===== src/rtl/irq_vec_pkg.sv =====
package irq_vec_pkg;
  localparam int PIN_N       = 4;
  localparam int FLAG_PIN0   = 0;
  localparam int FLAG_PIN1   = 1;
  localparam int FLAG_PIN23  = 2;
  localparam int FLAG_CNT_LO = 3;
  localparam int SYNC_DEPTH  = 3;

  typedef enum logic [1:0] {
    VK_NONE,
    VK_RESET,
    VK_SOFT,
    VK_HARD
  } vec_kind_e;
endpackage


===== src/rtl/irq_pin_edge.sv =====
module irq_pin_edge
  import irq_vec_pkg::*;
(
  input  logic             clk,
  input  logic             rst_n,
  input  logic [PIN_N-1:0] pin_i,
  output logic [PIN_N-1:0] level_o,
  output logic [PIN_N-1:0] fall_o
);
  for (genvar g = 0; g < PIN_N; g++) begin : g_pin
    logic [SYNC_DEPTH-1:0] sh_q;
    logic [SYNC_DEPTH-1:0] sh_d;

    always_comb begin
      sh_d = {sh_q[SYNC_DEPTH-2:0], pin_i[g]};
    end

    // idle-high pins: reset to ones so release makes no false edge
    always_ff @(posedge clk or negedge rst_n) begin
      if (!rst_n) sh_q <= '1;
      else        sh_q <= sh_d;
    end

    assign level_o[g] = sh_q[SYNC_DEPTH-2];
    assign fall_o[g]  = sh_q[SYNC_DEPTH-1] & ~sh_q[SYNC_DEPTH-2];
  end
endmodule


===== src/rtl/irq_flag_bank.sv =====
module irq_flag_bank
  import irq_vec_pkg::*;
#(
  parameter int CNT_N = 4,
  localparam int FLAG_W = FLAG_CNT_LO + CNT_N
) (
  input  logic              clk,
  input  logic              rst_n,
  input  logic [PIN_N-1:0]  fall_i,
  input  logic              en_wr_i,
  input  logic [PIN_N-1:0]  en_wdata_i,
  input  logic [CNT_N-1:0]  cnt_evt_i,
  input  logic              wr_i,
  input  logic [FLAG_W-1:0] wdata_i,
  output logic [FLAG_W-1:0] flag_o
);
  logic [PIN_N-1:0]  en_q, en_d;
  logic [PIN_N-1:0]  armed;
  logic [FLAG_W-1:0] set_v;
  logic [FLAG_W-1:0] flag_q, flag_d;

  always_comb begin
    armed = fall_i & en_q;
    set_v = '0;
    set_v[FLAG_PIN0]  = armed[0];
    set_v[FLAG_PIN1]  = armed[1];
    set_v[FLAG_PIN23] = armed[2] | armed[3];
    set_v[FLAG_CNT_LO +: CNT_N] = cnt_evt_i;
    // a new event wins over a software clear in the same cycle
    flag_d = wr_i ? (wdata_i | set_v) : (flag_q | set_v);
    en_d   = en_wr_i ? en_wdata_i : en_q;
  end

  always_ff @(posedge clk or negedge rst_n) begin
    if (!rst_n) begin
      flag_q <= '0;
      en_q   <= '0;
    end else begin
      flag_q <= flag_d;
      en_q   <= en_d;
    end
  end

  assign flag_o = flag_q;
endmodule


===== src/rtl/irq_vec_sel.sv =====
module irq_vec_sel
  import irq_vec_pkg::*;
#(
  parameter int ADDR_W = 12,
  parameter logic [ADDR_W-1:0] VEC_RESET = 'h000,
  parameter logic [ADDR_W-1:0] VEC_SOFT  = 'h001,
  parameter logic [ADDR_W-1:0] VEC_HARD  = 'h008
) (
  input  logic              clk,
  input  logic              rst_n,
  input  logic              flag_any_i,
  input  logic              sw_irq_i,
  input  logic              gie_set_i,
  input  logic              gie_clr_i,
  input  logic              reti_i,
  output logic              gie_o,
  output logic              take_o,
  output logic [ADDR_W-1:0] addr_o
);
  logic              gie_q, gie_d;
  logic              rst_pend_q, rst_pend_d;
  logic              take_q, take_d;
  logic [ADDR_W-1:0] addr_q, addr_d;
  vec_kind_e         kind;

  always_comb begin
    kind = VK_NONE;
    if (rst_pend_q)              kind = VK_RESET;
    else if (sw_irq_i)           kind = VK_SOFT;
    else if (gie_q && flag_any_i) kind = VK_HARD;

    rst_pend_d = 1'b0;
    take_d     = (kind != VK_NONE);
    unique case (kind)
      VK_RESET: addr_d = VEC_RESET;
      VK_SOFT:  addr_d = VEC_SOFT;
      VK_HARD:  addr_d = VEC_HARD;
      default:  addr_d = addr_q;
    endcase

    if (kind == VK_HARD)         gie_d = 1'b0;
    else if (gie_clr_i)          gie_d = 1'b0;
    else if (gie_set_i || reti_i) gie_d = 1'b1;
    else                         gie_d = gie_q;
  end

  always_ff @(posedge clk or negedge rst_n) begin
    if (!rst_n) begin
      gie_q      <= 1'b0;
      rst_pend_q <= 1'b1;
      take_q     <= 1'b0;
      addr_q     <= VEC_RESET;
    end else begin
      gie_q      <= gie_d;
      rst_pend_q <= rst_pend_d;
      take_q     <= take_d;
      addr_q     <= addr_d;
    end
  end

  assign gie_o  = gie_q;
  assign take_o = take_q;
  assign addr_o = addr_q;
endmodule


===== src/rtl/irq_vector_ctrl.sv =====
module irq_vector_ctrl
  import irq_vec_pkg::*;
#(
  parameter int CNT_N  = 4,
  parameter int ADDR_W = 12,
  parameter logic [ADDR_W-1:0] VEC_RESET = 'h000,
  parameter logic [ADDR_W-1:0] VEC_SOFT  = 'h001,
  parameter logic [ADDR_W-1:0] VEC_HARD  = 'h008,
  localparam int FLAG_W = FLAG_CNT_LO + CNT_N
) (
  input  logic              clk,
  input  logic              rst_n,
  input  logic [3:0]        ext_pin,
  input  logic              pin_en_wr,
  input  logic [3:0]        pin_en_wdata,
  input  logic [CNT_N-1:0]  cnt_evt,
  input  logic              flag_wr,
  input  logic [FLAG_W-1:0] flag_wdata,
  input  logic              gie_set,
  input  logic              gie_clr,
  input  logic              reti,
  input  logic              sw_irq,
  output logic [3:0]        pin_level,
  output logic [FLAG_W-1:0] flag_q,
  output logic              gie,
  output logic              vec_take,
  output logic [ADDR_W-1:0] vec_addr
);
  logic [PIN_N-1:0] pin_fall;

  irq_pin_edge u_pin_edge (
    .clk     (clk),
    .rst_n   (rst_n),
    .pin_i   (ext_pin),
    .level_o (pin_level),
    .fall_o  (pin_fall)
  );

  irq_flag_bank #(.CNT_N(CNT_N)) u_flag_bank (
    .clk        (clk),
    .rst_n      (rst_n),
    .fall_i     (pin_fall),
    .en_wr_i    (pin_en_wr),
    .en_wdata_i (pin_en_wdata),
    .cnt_evt_i  (cnt_evt),
    .wr_i       (flag_wr),
    .wdata_i    (flag_wdata),
    .flag_o     (flag_q)
  );

  irq_vec_sel #(
    .ADDR_W    (ADDR_W),
    .VEC_RESET (VEC_RESET),
    .VEC_SOFT  (VEC_SOFT),
    .VEC_HARD  (VEC_HARD)
  ) u_vec_sel (
    .clk        (clk),
    .rst_n      (rst_n),
    .flag_any_i (|flag_q),
    .sw_irq_i   (sw_irq),
    .gie_set_i  (gie_set),
    .gie_clr_i  (gie_clr),
    .reti_i     (reti),
    .gie_o      (gie),
    .take_o     (vec_take),
    .addr_o     (vec_addr)
  );
endmodule


===== config.mk =====
export PLATFORM = sky130hd
export DESIGN_NAME = irq_vector_ctrl
export DESIGN_NICKNAME = d
export VERILOG_FILES = /design/src/rtl/irq_vec_pkg.sv /design/src/rtl/irq_pin_edge.sv /design/src/rtl/irq_flag_bank.sv /design/src/rtl/irq_vec_sel.sv /design/src/rtl/irq_vector_ctrl.sv
export SDC_FILE = /design/constraint.sdc
export NUM_CORES = 1
export LEC_CHECK = 0
export BUFFER_PORTS_ARGS = -buffer_cell sky130_fd_sc_hd__clkbuf_2
export CAP_MARGIN = 10
export CORE_ASPECT_RATIO = 0.7
export CORE_MARGIN = 1
export CORE_UTILIZATION = 35
export CTS_CLUSTER_DIAMETER = 50
export CTS_CLUSTER_SIZE = 28
export DETAILED_ROUTE_END_ITERATION = 8
export SYNTH_ARGS = -nofsm -noshare
export SYNTH_HDL_FRONTEND = slang
export SYNTH_SLANG_ARGS = --single-unit

===== constraint.sdc =====
create_clock -name clk -period 3.25 [get_ports clk]
set_input_delay 0.325 -clock clk [delete_from_list [all_inputs] [get_ports clk]]
set_output_delay 0.325 -clock clk [all_outputs]
set_load 0.02 [all_outputs]

## Word level (Yosys, flattened, before mapping)

Index checks and enable logic that the tools add are counted.

- Bits of input ports: 27
- Bits in latches: 0
- Memory bits (writable): 0
- ROM bits: 0
- Word-level logic and storage cells: 39
- Memories: 0
- Output and inout bits: 25
- Register bits after elaboration: 38

- Bitwise logic cells: 12
- Mux-type cells: 8
- Order comparisons: 0
- Add/subtract/negate cells: 0
- Reductions and logical operators: 6
- Multipliers: 0
- Eq/ne operators: 3
- Div/mod/pow operators: 0
- Shift-type cells: 0

Operator list:

| cell | number |
|---|---|
| $pmux W12 S3 | 1 |
| $or A7 B7 Y7 | 2 |
| $mux W7 | 1 |
| $reduce_or A7 Y1 | 1 |
| $mux W2 | 3 |
| $reduce_bool A3 Y1 | 2 |
| $and A1 B1 Y1 | 4 |
| $and A4 B4 Y4 | 1 |
| $eq A2 B2 Y1 const B | 2 |
| $not A1 Y1 | 4 |
| $mux W1 | 3 |
| $eq A2 B1 Y1 const B | 1 |
| $reduce_bool A2 Y1 | 1 |
| $logic_and A1 B1 Y1 | 1 |
| $logic_or A1 B1 Y1 | 1 |
| $or A1 B1 Y1 | 1 |

## Longest topological paths before layout

Gate-level depths: netlist of the first run.

- Word-level depth: 7
- Depth in mapped cells: 3
- Mapped depth without buffers: 3

## Modules after synthesis

Synthesis of the first run repeated with hierarchy kept, for this count alone.

- Cell total of the unflattened synthesis: 81
- Area total of the unflattened synthesis: 1,124.8 µm²

By module, submodules not included:

| module | seq. area each (µm²) | instances | area each (µm²) | cells an instance |
|---|---|---|---|---|
| irq_flag_bank | 275.3 | 1 | 451.7 | 33 |
| irq_pin_edge | 315.3 | 1 | 400.4 | 20 |
| irq_vec_sel | 126.4 | 1 | 257.7 | 25 |
| irq_vector_ctrl | 0.0 | 1 | 15.0 | 3 |

## Worst setup path before layout of the first run

Ideal clock, no wire load.

- Kind: reg-to-reg
- Start: reg u_flag_bank.flag_q[2] (netlist: u_flag_bank.flag_o[2])
- End: reg u_vec_sel.addr_q[3] (netlist: u_vec_sel.addr_o[3])
- Period minus slack after synthesis: 1.187 ns
- Library setup time: 0.119 ns
- Path slack: 2.063 ns
- Path buffers: 0
- Required time: 3.131 ns
- Data arrival time: 1.069 ns
- Stages on the path, launching flop included: 4
- Path through: dfrtp_1 nor4_2 a21boi_1 o21a_1

- Longest elaborated chain between the ends: 7
- Elaborated cells on any way between the ends: 10
- Those cells by class: eq/ne (3); mux (4); reduce/logical (3)

Ends and longest elaborated chain:

| element | RTL line | text |
|---|---|---|
| start, declared | irq_flag_bank.sv:20 | `logic [FLAG_W-1:0] flag_q, flag_d;` |
| start signal, assigned | irq_flag_bank.sv:39 | `flag_q <= flag_d;` |
| $reduce_or A7 Y1 (*) | irq_vector_ctrl.sv:59 | `.flag_any_i (\|flag_q),` |
| $logic_and A1 B1 Y1 (*) | irq_vec_sel.sv:30 | `else if (gie_q && flag_any_i) kind = VK_HARD;` |
| $mux W2 (*) | irq_vec_sel.sv:30 |  |
| $mux W2 (*) | irq_vec_sel.sv:29 | `else if (sw_irq_i) kind = VK_SOFT;` |
| $mux W2 (*) | irq_vec_sel.sv:28 | `if (rst_pend_q) kind = VK_RESET;` |
| $eq A2 B2 Y1 or $eq A2 B1 Y1 (tied branches) | irq_vec_sel.sv:34 | `unique case (kind)` |
| $pmux W12 S3 or $reduce_bool A3 Y1 (tied branches) | n/a |  |
| end signal, assigned | irq_vec_sel.sv:57 | `addr_q <= addr_d;` |
| end, declared | irq_vec_sel.sv:23 | `logic [ADDR_W-1:0] addr_q, addr_d;` |

Mark *: on every way between the ends. The rest lies on a longest branch, timed or not. The select of a mux whose other input is x is not followed.
A chain may end at the register's enable or synchronous reset.

## Final worst setup path of the first run

- Start: reg u_pin_edge.g_pin[2].sh_q[1]
- End: out pin_level[2]

RTL lines:

| element | RTL line | text |
|---|---|---|
| start, declared | irq_pin_edge.sv:11 | `logic [SYNC_DEPTH-1:0] sh_q;` |
| start signal, assigned | irq_pin_edge.sv:20 | `if (!rst_n) sh_q <= '1;` |
| start signal, assigned | irq_pin_edge.sv:21 | `else sh_q <= sh_d;` |
| end, declared | irq_vector_ctrl.sv:23 | `output logic [3:0] pin_level,` |

No word-level cell between the ends.

==> impl_metrics.toml, run 1 <==
[yosys]
synth_area_um2 = 1080
synth_commonest_cells = "dfrtp_1 (15), buf_4 (14), dfstp_2 (13)"
synth_mux_area_frac = 0.0695
ys_ff_latch = 28
synth_area_leaders = "dfrtp_1 (35%), dfstp_2 (32%), buf_4 (9.7%), mux2_2 (4.2%), a211o_1 (3.2%)"
yosysTopAreaCell = "dfrtp_1"
synthArstFlopShare = 1.00
synth_edf_count = 0
syn_inst = 78
yosysSeqAreaShare = 0.664
synthAdderAreaFrac = 0
syn-mean-instance-area_um2 = 13.8
yosys_warnings = 0
synth_compound_area_frac = 0.0800
synthXorXnorAreaFrac = 0
synth_most_common_cell = "dfrtp_1"
synth_flop_cell = "dfrtp_1"
synth_top_family_by_area = "buffers and inverters"
synthDistinctLibCells = 20
synth-simple-area-share = 0.0811
synth_top_cell_area_share = 0.348

[clocking]
post_cts_buffers = 0
cts_buffer_depth = 2
cts_resized = 0
clock_sinks = 28
cts_tree = "built"
clock-root-buffer = "clkbuf_8"
clk_latency_ns = 0.27
clkTransAtPathRegs_ns = 0.09
cts_hold_buf = 0
htreeDepth = 1
cts_buffers = 3

[placement]
port_buffers = 41
gp_congestion = 0.702
placed_area_um2 = 1260
dp_cells = 150
dp_hpwl_mm = 1.35

[sta]
rsz0062_at_grt = "no"
max_freq_ghz = 0.764
setup_tns_ns = 0
worstMarginPinSlew_ns = 0.677
period_needed_ns = 1.31
slew_headroom = 0.549
fin_skew_ns = 0.00632
finalSetupViolCount = 0
slew_viol_final = 0
hold_viol_final = 0
finalCritPeriodShare = 0.403

[setup_path]
crit_fanout = 3
start_kind = "register"
path_buf_inv = 1
end_kind = "output pin"
cp_slowest_cell = "dfstp_2"
worstSetupPathType = "reg -> out"
cpPeakStageDelay_ns = 0.55
cp.arrival_ns = 0.98
critPathTopFamily = "flip-flops"
crit_required_ns = 2.92
crit_chain = "clkbuf_2"

[layout]
area.growth.synth_to_final_pct = 22.6
n_antenna_cell = 0
final_nets = 146
n_fill_cell = 282
drive_gt1_frac = 0.542
finalInstanceArea_um2 = 1320
post_layout_nonfiller_instances = 154

[grt]
antenna_found_initial = 0
grt_start_max_net_pins = 29
first_global_vias = 652
grt_pass1_wl_mm = 2.90
grt_overflow = 0
gr-usage-all-layers = 0.118

[run_status]
status = "finished, final reports clean"

[detailed_routing]
drcViolationCount = 0
routed_wl_mm = 1.76
vias_per_cell = 4.44
first_pass_iters = 4
ant_nets = 0
wire_per_inst_um = 11.4
via_count = 684
drtIter0Drc = 26

[die]
row_count = 16
fp.dieH_um = 48.5
start_util = 0.377
die_area_um2 = 3310
die_x_um = 68.4
core_um2 = 2860
boundaryPins = 52

[pwr]
p_int_uw = 549
power.density_nw_per_um2 = 546
sequentialPowerShare = 0.546
power_frac_clock = 0.327
cellLeakagePower_nw = 0.633
switching_share = 0.241
ir_drop_uv = 329
combPwrFrac = 0.127
switching_power_uw = 174

[hold_path]
hold_class = "in -> async"

[run]
cap_violations = 0
[final timing paths]
check                                       startpoint                           to  slack (ns)  cells past startpoint
max in group asynchronous                        rst_n        u_flag_bank.flag_o[1]        2.74                      1
min                                              rst_n          u_vec_sel.addr_o[0]        0.07                      1
max                        u_pin_edge.g_pin[2].sh_q[1]                 pin_level[2]        1.94                      1
min in group clk                            ext_pin[0]  u_pin_edge.g_pin[0].sh_q[0]        0.13                      1
max reg2reg                      u_flag_bank.flag_o[2]          u_vec_sel.addr_o[3]        2.05                      3
min reg2reg                u_pin_edge.g_pin[2].sh_q[0]  u_pin_edge.g_pin[2].sh_q[1]        0.36                      0
[state kept, by name, summed over array words and instances, names as in the netlist]
register,cells
u_vec_sel.rst_pend_q,1
u_vec_sel.addr_o,2
u_pin_edge.g_pin.sh_q,12
u_flag_bank.en_q,4
u_vec_sel.gie_o,1
u_vec_sel.take_o,1
u_flag_bank.flag_o,7
[metrics by stage]
step                 util  worst slack [ns]  hold slack (ns)  power, mW
floorplan               -              2.06           0.0294      0.462
global placement    0.439              2.10            0.346      0.490
detailed placement  0.439              2.06            0.347      0.494
CTS                 0.462              1.92           0.0888      0.736
global route        0.462              1.89            0.104      0.763
finish              0.462              1.94           0.0725      0.722
[area by class of cell]
class / count / area, µm² / area share
clock buffers: 4 / 66.3 / 0.0501
multi-input cells: 45 / 290 / 0.219
flip-flops and latches: 28 / 717 / 0.542
well taps: 36 / 45.0 / 0.0340
repair buffers: 41 / 205 / 0.155
[layer usage]
| metal | vias up | global-route usage | part of all wire |
|---|---|---|---|
| li1 | 321 | - | - |
| met1 | 325 | 0.140 | 0.44 |
| met2 | 34 | 0.194 | 0.47 |
| met3 | 4 | 0.0495 | 0.086 |
| met4 | 0 | 0.0313 | 0.0091 |
| met5 | - | 0 | 0 |
[logic make-up after synthesis]
| group | count (synthesis) |
|---|---|
| multiplexers | 7 |
| other | 1 |
| AO/OA/AOI/OAI | 11 |
| flip-flops | 28 |
| AND/OR/NAND/NOR | 16 |
| buffers and inverters | 15 |
[power groups by stage]
stage / clock network (mW) / registers [mW] / logic, mW
final: 0.236 / 0.394 / 0.0914
after global routing: 0.264 / 0.398 / 0.102
after CTS: 0.248 / 0.395 / 0.0929
after detailed placement: 0 / 0.401 / 0.0926
after global placement: 0 / 0.400 / 0.0905
after floorplan: 0 / 0.411 / 0.0512
[layout by cell type, fill, tap and decap left out]
cell type  instances
nand2_1            4
nor4_2             1
o221ai_1           1
mux2i_1            3
mux2_2             4
nand2b_1           2
dfstp_2           13
a21boi_1           1
o21ai_0            2
conb_1            11
clkbuf_16          1
nor2b_1            4
a211oi_2           1
o21a_1             1
a211o_1            4
nor3_1             3
nor2_1             2
a21oi_1            1
clkbuf_2          41
clkbuf_8           3
dfrtp_1           15
Note: power is estimated with default switching activity, not from simulation.
==> inputs of run 2 (changes only) <==
clock period = 1.3 ns   (was 3.25 ns; I/O delays follow)
==> run 2 against run 1 <==
Core utilization grew 1.7 points. Register-to-register slack lost 1.9 ns. Global-route usage grew 0.39 points. Sequential power grew to 2.5 times the previous value. Combinational power grew to 2.6 times the previous value. Clock power grew to 2.5 times the previous value. Total power grew to 2.5 times the previous value. Non-clock buffer count grew 5. Critical endpoint is now u_vec_sel.addr_o[3]. Largest power group unchanged. Highest routed layer unchanged.
==> impl_metrics.toml, run 2 (synthesized netlist as in run 1, its figures left out) <==
[run_status]
status = "finished, final reports clean"

[clocking]
htreeDepth = 1
cts_buffers = 3
clock-root-buffer = "clkbuf_8"
clkTransAtPathRegs_ns = 0.09
cts_resized = 0
post_cts_buffers = 0
cts_hold_buf = 5
cts_buffer_depth = 2
clk_latency_ns = 0.27
cts_tree = "built"
clock_sinks = 28

[setup_path]
cp.arrival_ns = 1.35
crit_fanout = 3
worstSetupPathType = "reg -> reg"
crit_chain = "nor4_2 -> a21boi_1 -> o21a_1"
path_buf_inv = 0
end_kind = "register"
start_kind = "register"
cp_slowest_cell = "dfrtp_1"
crit_required_ns = 1.47
critPathTopFamily = "flip-flops"
cpPeakStageDelay_ns = 0.42

[sta]
worstMarginPinSlew_ns = 0.658
max_freq_ghz = 0.849
setup_tns_ns = 0
slew_headroom = 0.561
rsz0062_at_grt = "no"
finalSetupViolCount = 0
slew_viol_final = 0
finalCritPeriodShare = 0.906
period_needed_ns = 1.18
holdWs_ns = 0.0167
setup_ws_ns = 0.122
hold_viol_final = 0
fin_skew_ns = 0.00763

[pwr]
ir_drop_uv = 927
totalPowerFinal_mw = 1.82
power.density_nw_per_um2 = 1320
cellLeakagePower_nw = 0.654

[layout]
drive_gt1_frac = 0.520
final_nets = 151
most-common-layout-cells = "clkbuf_2 (41), dfrtp_1 (15), dfstp_2 (13)"
largest-register = "u_pin_edge.g_pin.sh_q"
n_fill_cell = 277
n_antenna_cell = 0
final_common_cell = "clkbuf_2"
post-route-util = 0.480
finalInstanceArea_um2 = 1370
area.growth.synth_to_final_pct = 27.2
post_layout_nonfiller_instances = 159
largest_reg_flops = 12

[die]
die_x_um = 68.4
start_util = 0.377
die_area_um2 = 3310
row_count = 16
boundaryPins = 52
core_um2 = 2860
fp.dieH_um = 48.5

[grt]
first_global_vias = 691
gr-usage-all-layers = 0.122
grt_pass1_wl_mm = 2.97
grt_start_max_net_pins = 29
grt_overflow = 0
antenna_found_initial = 0

[placement]
port_buffers = 41
placed_area_um2 = 1260
dp_cells = 150
place_ws_ns = 0.117
gp_congestion = 0.686
dp_hpwl_mm = 1.40

[detailed_routing]
via_count = 693
ant_nets = 0
wire_per_inst_um = 11.5
routed_wl_mm = 1.82
vias_per_cell = 4.36
first_pass_iters = 4
drtIter0Drc = 24
drcViolationCount = 0

[hold_path]
hold_class = "in -> reg"

[run]
cap_violations = 0
-- run 2: cell count changes in the layout (fill, tap and decap cells not counted), sizes merged --
cell	before	now
dlygate4sd3	0	5
-- run 2: worst paths after layout --
path                       slack, ns                          end                   startpoint  depth (start not counted)
min reg2reg                     0.36  u_pin_edge.g_pin[2].sh_q[1]  u_pin_edge.g_pin[2].sh_q[0]                          0
min in group asynchronous       0.42        u_flag_bank.flag_o[4]                        rst_n                          2
max reg2reg                     0.12          u_vec_sel.addr_o[3]        u_flag_bank.flag_o[2]                          3
max in group asynchronous       0.45          u_flag_bank.en_q[0]                        rst_n                          2
min                             0.02              u_vec_sel.gie_o                      gie_clr                          2
max                             0.12          u_vec_sel.addr_o[3]        u_flag_bank.flag_o[2]                          3
-- run 2: power breakdown --
part	internal [mW]	leakage (nW)	switching (mW)	total [mW]
sequential	0.947	0.305	0.0398	0.987
combinational	0.0991	0.314	0.139	0.238
clock	0.335	0.0339	0.257	0.591
-- run 2: layer usage --
layer	share of wire	global-route usage	vias to the layer above
met5	0	0	-
met4	0.0044	0.0208	0
met3	0.075	0.0566	2
met2	0.50	0.219	31
met1	0.42	0.129	331
li1	-	-	329
-- run 2: cell type report --
type                       instances  area, µm²  area share
multi-input combinational         45        290       0.211
timing repair buffer              46        255       0.186
clock buffer                       4       66.3      0.0483
tap                               36       45.0      0.0328
sequential                        28        717       0.522
==> inputs of run 3 (changes only) <==
--- a/config.mk
+++ b/config.mk
@@ -12,2 +12,3 @@
 export CORE_UTILIZATION = 35
+export CTS_BUF_LIST = sky130_fd_sc_hd__clkbuf_4 sky130_fd_sc_hd__clkbuf_8
 export CTS_CLUSTER_DIAMETER = 50
--- a/constraint.sdc
+++ b/constraint.sdc
@@ -3,2 +3,2 @@
 set_output_delay 0.13 -clock clk [all_outputs]
-set_load 0.02 [all_outputs]
+set_load 0.1 [all_outputs]
==> run 3 against run 2 <==
Register-to-register slack got worse by 0.03 ns. Global-route usage up 0.35 points. Total power is 16% higher. Combinational power rose to 2.6 times the previous value. Count of clock-buffer cells in the layout unchanged. Sequential share of layout area is 4.4 points lower. Fmax fell by 2.8%. Die area stayed put. Core utilization is 5.5 points higher.
==> impl_metrics.toml, run 3 (synthesized netlist as in run 1, its figures left out) <==
[setup_path]
worstSetupPathType = "reg -> reg"
cp.arrival_ns = 1.37
crit_required_ns = 1.46
start_kind = "register"
reg2reg_depth = 3
end_kind = "register"
crit_fanout = 3

[sta]
slew_headroom = 0.564
max_freq_ghz = 0.825
fin_skew_ns = 0.00455
finalSetupViolCount = 0
worstMarginPinSlew_ns = 0.654
rsz0062_at_grt = "yes"
slew_viol_final = 0
holdWs_ns = 0.0597
period_needed_ns = 1.21
finalCritPeriodShare = 0.932
hold_viol_final = 0

[layout]
largest_reg_flops = 12
n_fill_cell = 251
post_layout_nonfiller_instances = 160
most-common-layout-cells = "clkbuf_2 (26), dfstp_2 (13), conb_1 (11)"
area.growth.synth_to_final_pct = 41.8
drive_gt1_frac = 0.589
final_nets = 152
seq_area_um2 = 732
largest-register = "u_pin_edge.g_pin.sh_q"
final_common_cell = "clkbuf_2"
n_antenna_cell = 0
multi_input_area_um2 = 303

[clocking]
clock-root-buffer = "clkbuf_8"
clk_latency_ns = 0.26
cts_resized = 0
post_cts_buffers = 0
clock_sinks = 28
cts_buffers = 3
cts_tree = "built"
htreeDepth = 1
clkTransAtPathRegs_ns = 0.08
cts_buffer_depth = 2

[die]
die_x_um = 68.4
fp.dieH_um = 48.5
start_util = 0.377
row_count = 16
die_area_um2 = 3310
boundaryPins = 52
core_um2 = 2860

[detailed_routing]
via_count = 677
drtIter0Drc = 10
wire_per_inst_um = 11.4
top_layer = "met3"
drcViolationCount = 0
vias_per_cell = 4.23
wl_met3_um = 146
wl_met1_um = 803
routed_wl_mm = 1.82
route.met2.wl_um = 869
ant_nets = 0
first_pass_iters = 2

[run_status]
status = "finished, final reports clean"

[grt]
antenna_found_initial = 0
grt_overflow = 0
gr-usage-all-layers = 0.125
first_global_vias = 653
grt_pass1_wl_mm = 2.96
grt_start_max_net_pins = 29

[placement]
gp_congestion = 0.723
port_buffers = 41
dp_hpwl_mm = 1.44
dp_cells = 150

[pwr]
cellLeakagePower_nw = 0.697
totalPowerFinal_mw = 2.10
power.density_nw_per_um2 = 1370
ir_drop_uv = 818

[hold_path]
hold_depth = 2
hold_class = "in -> reg"

[run]
cap_violations = 0
-- run 3: changes by cell type in the layout (fill, tap and decap cells not counted), sizes merged --
cell | before | now
dlygate4sd3 | 5 | 6
buf | 0 | 15
clkbuf | 45 | 30
-- run 3: path summary, 6_finish.rpt --
path,start,to,slack [ns]
setup / recovery,u_flag_bank.flag_o[6],u_vec_sel.addr_o[3],0.09
hold / removal,cnt_evt[2],u_flag_bank.flag_o[5],0.06
setup reg to reg,u_flag_bank.flag_o[6],u_vec_sel.addr_o[3],0.09
hold reg to reg,u_pin_edge.g_pin[2].sh_q[0],u_pin_edge.g_pin[2].sh_q[1],0.35
max in group asynchronous,rst_n,u_flag_bank.flag_o[6],0.39
min in group asynchronous,rst_n,u_vec_sel.take_o,0.42
-- run 3: area by class of cell --
| class | instances | share of cell area |
|---|---|---|
| well taps | 36 | 0.0294 |
| multi-input cells | 45 | 0.198 |
| repair buffers | 47 | 0.263 |
| clock buffers | 4 | 0.0319 |
| flip-flops and latches | 28 | 0.478 |
-- run 3: stage by stage --
step                 util  cell area (µm²)  worst slack [ns]  setup TNS [ns]
floorplan               -             1140           -0.0274         -0.0340
global placement    0.497             1420             0.107               0
detailed placement  0.497             1420            0.0926               0
CTS                 0.535             1530            0.0823               0
global route        0.535             1530           -0.0105         -0.0105
finish              0.535             1530            0.0885               0
-- run 3: metal layers --
metal  global-route usage  vias to the layer above
met3               0.0495                        0
met2                0.193                       32
li1                     -                      330
met4               0.0313                        0
met1                0.165                      315
met5                    0                        -
-- run 3: what timing repair did --
action | in CTS | in global routing
hold endpoints to repair | 20 | 0
setup endpoints to repair | 0 | 1
hold buffers | 6 | 0
-- run 3: worst max-delay path, cell delays in order, from the launching register on --
cell,delay [ns]
dfrtp_4,0.51
nor4_4,0.32
a21boi_2,0.11
o21a_1,0.18
-- run 3: where the power goes --
part / total, mW / internal, mW / switching, mW / leakage [nW]
clock network: 0.471 / 0.240 / 0.231 / 0.0262
logic: 0.626 / 0.174 / 0.452 / 0.371
registers: 1.01 / 0.954 / 0.0536 / 0.300
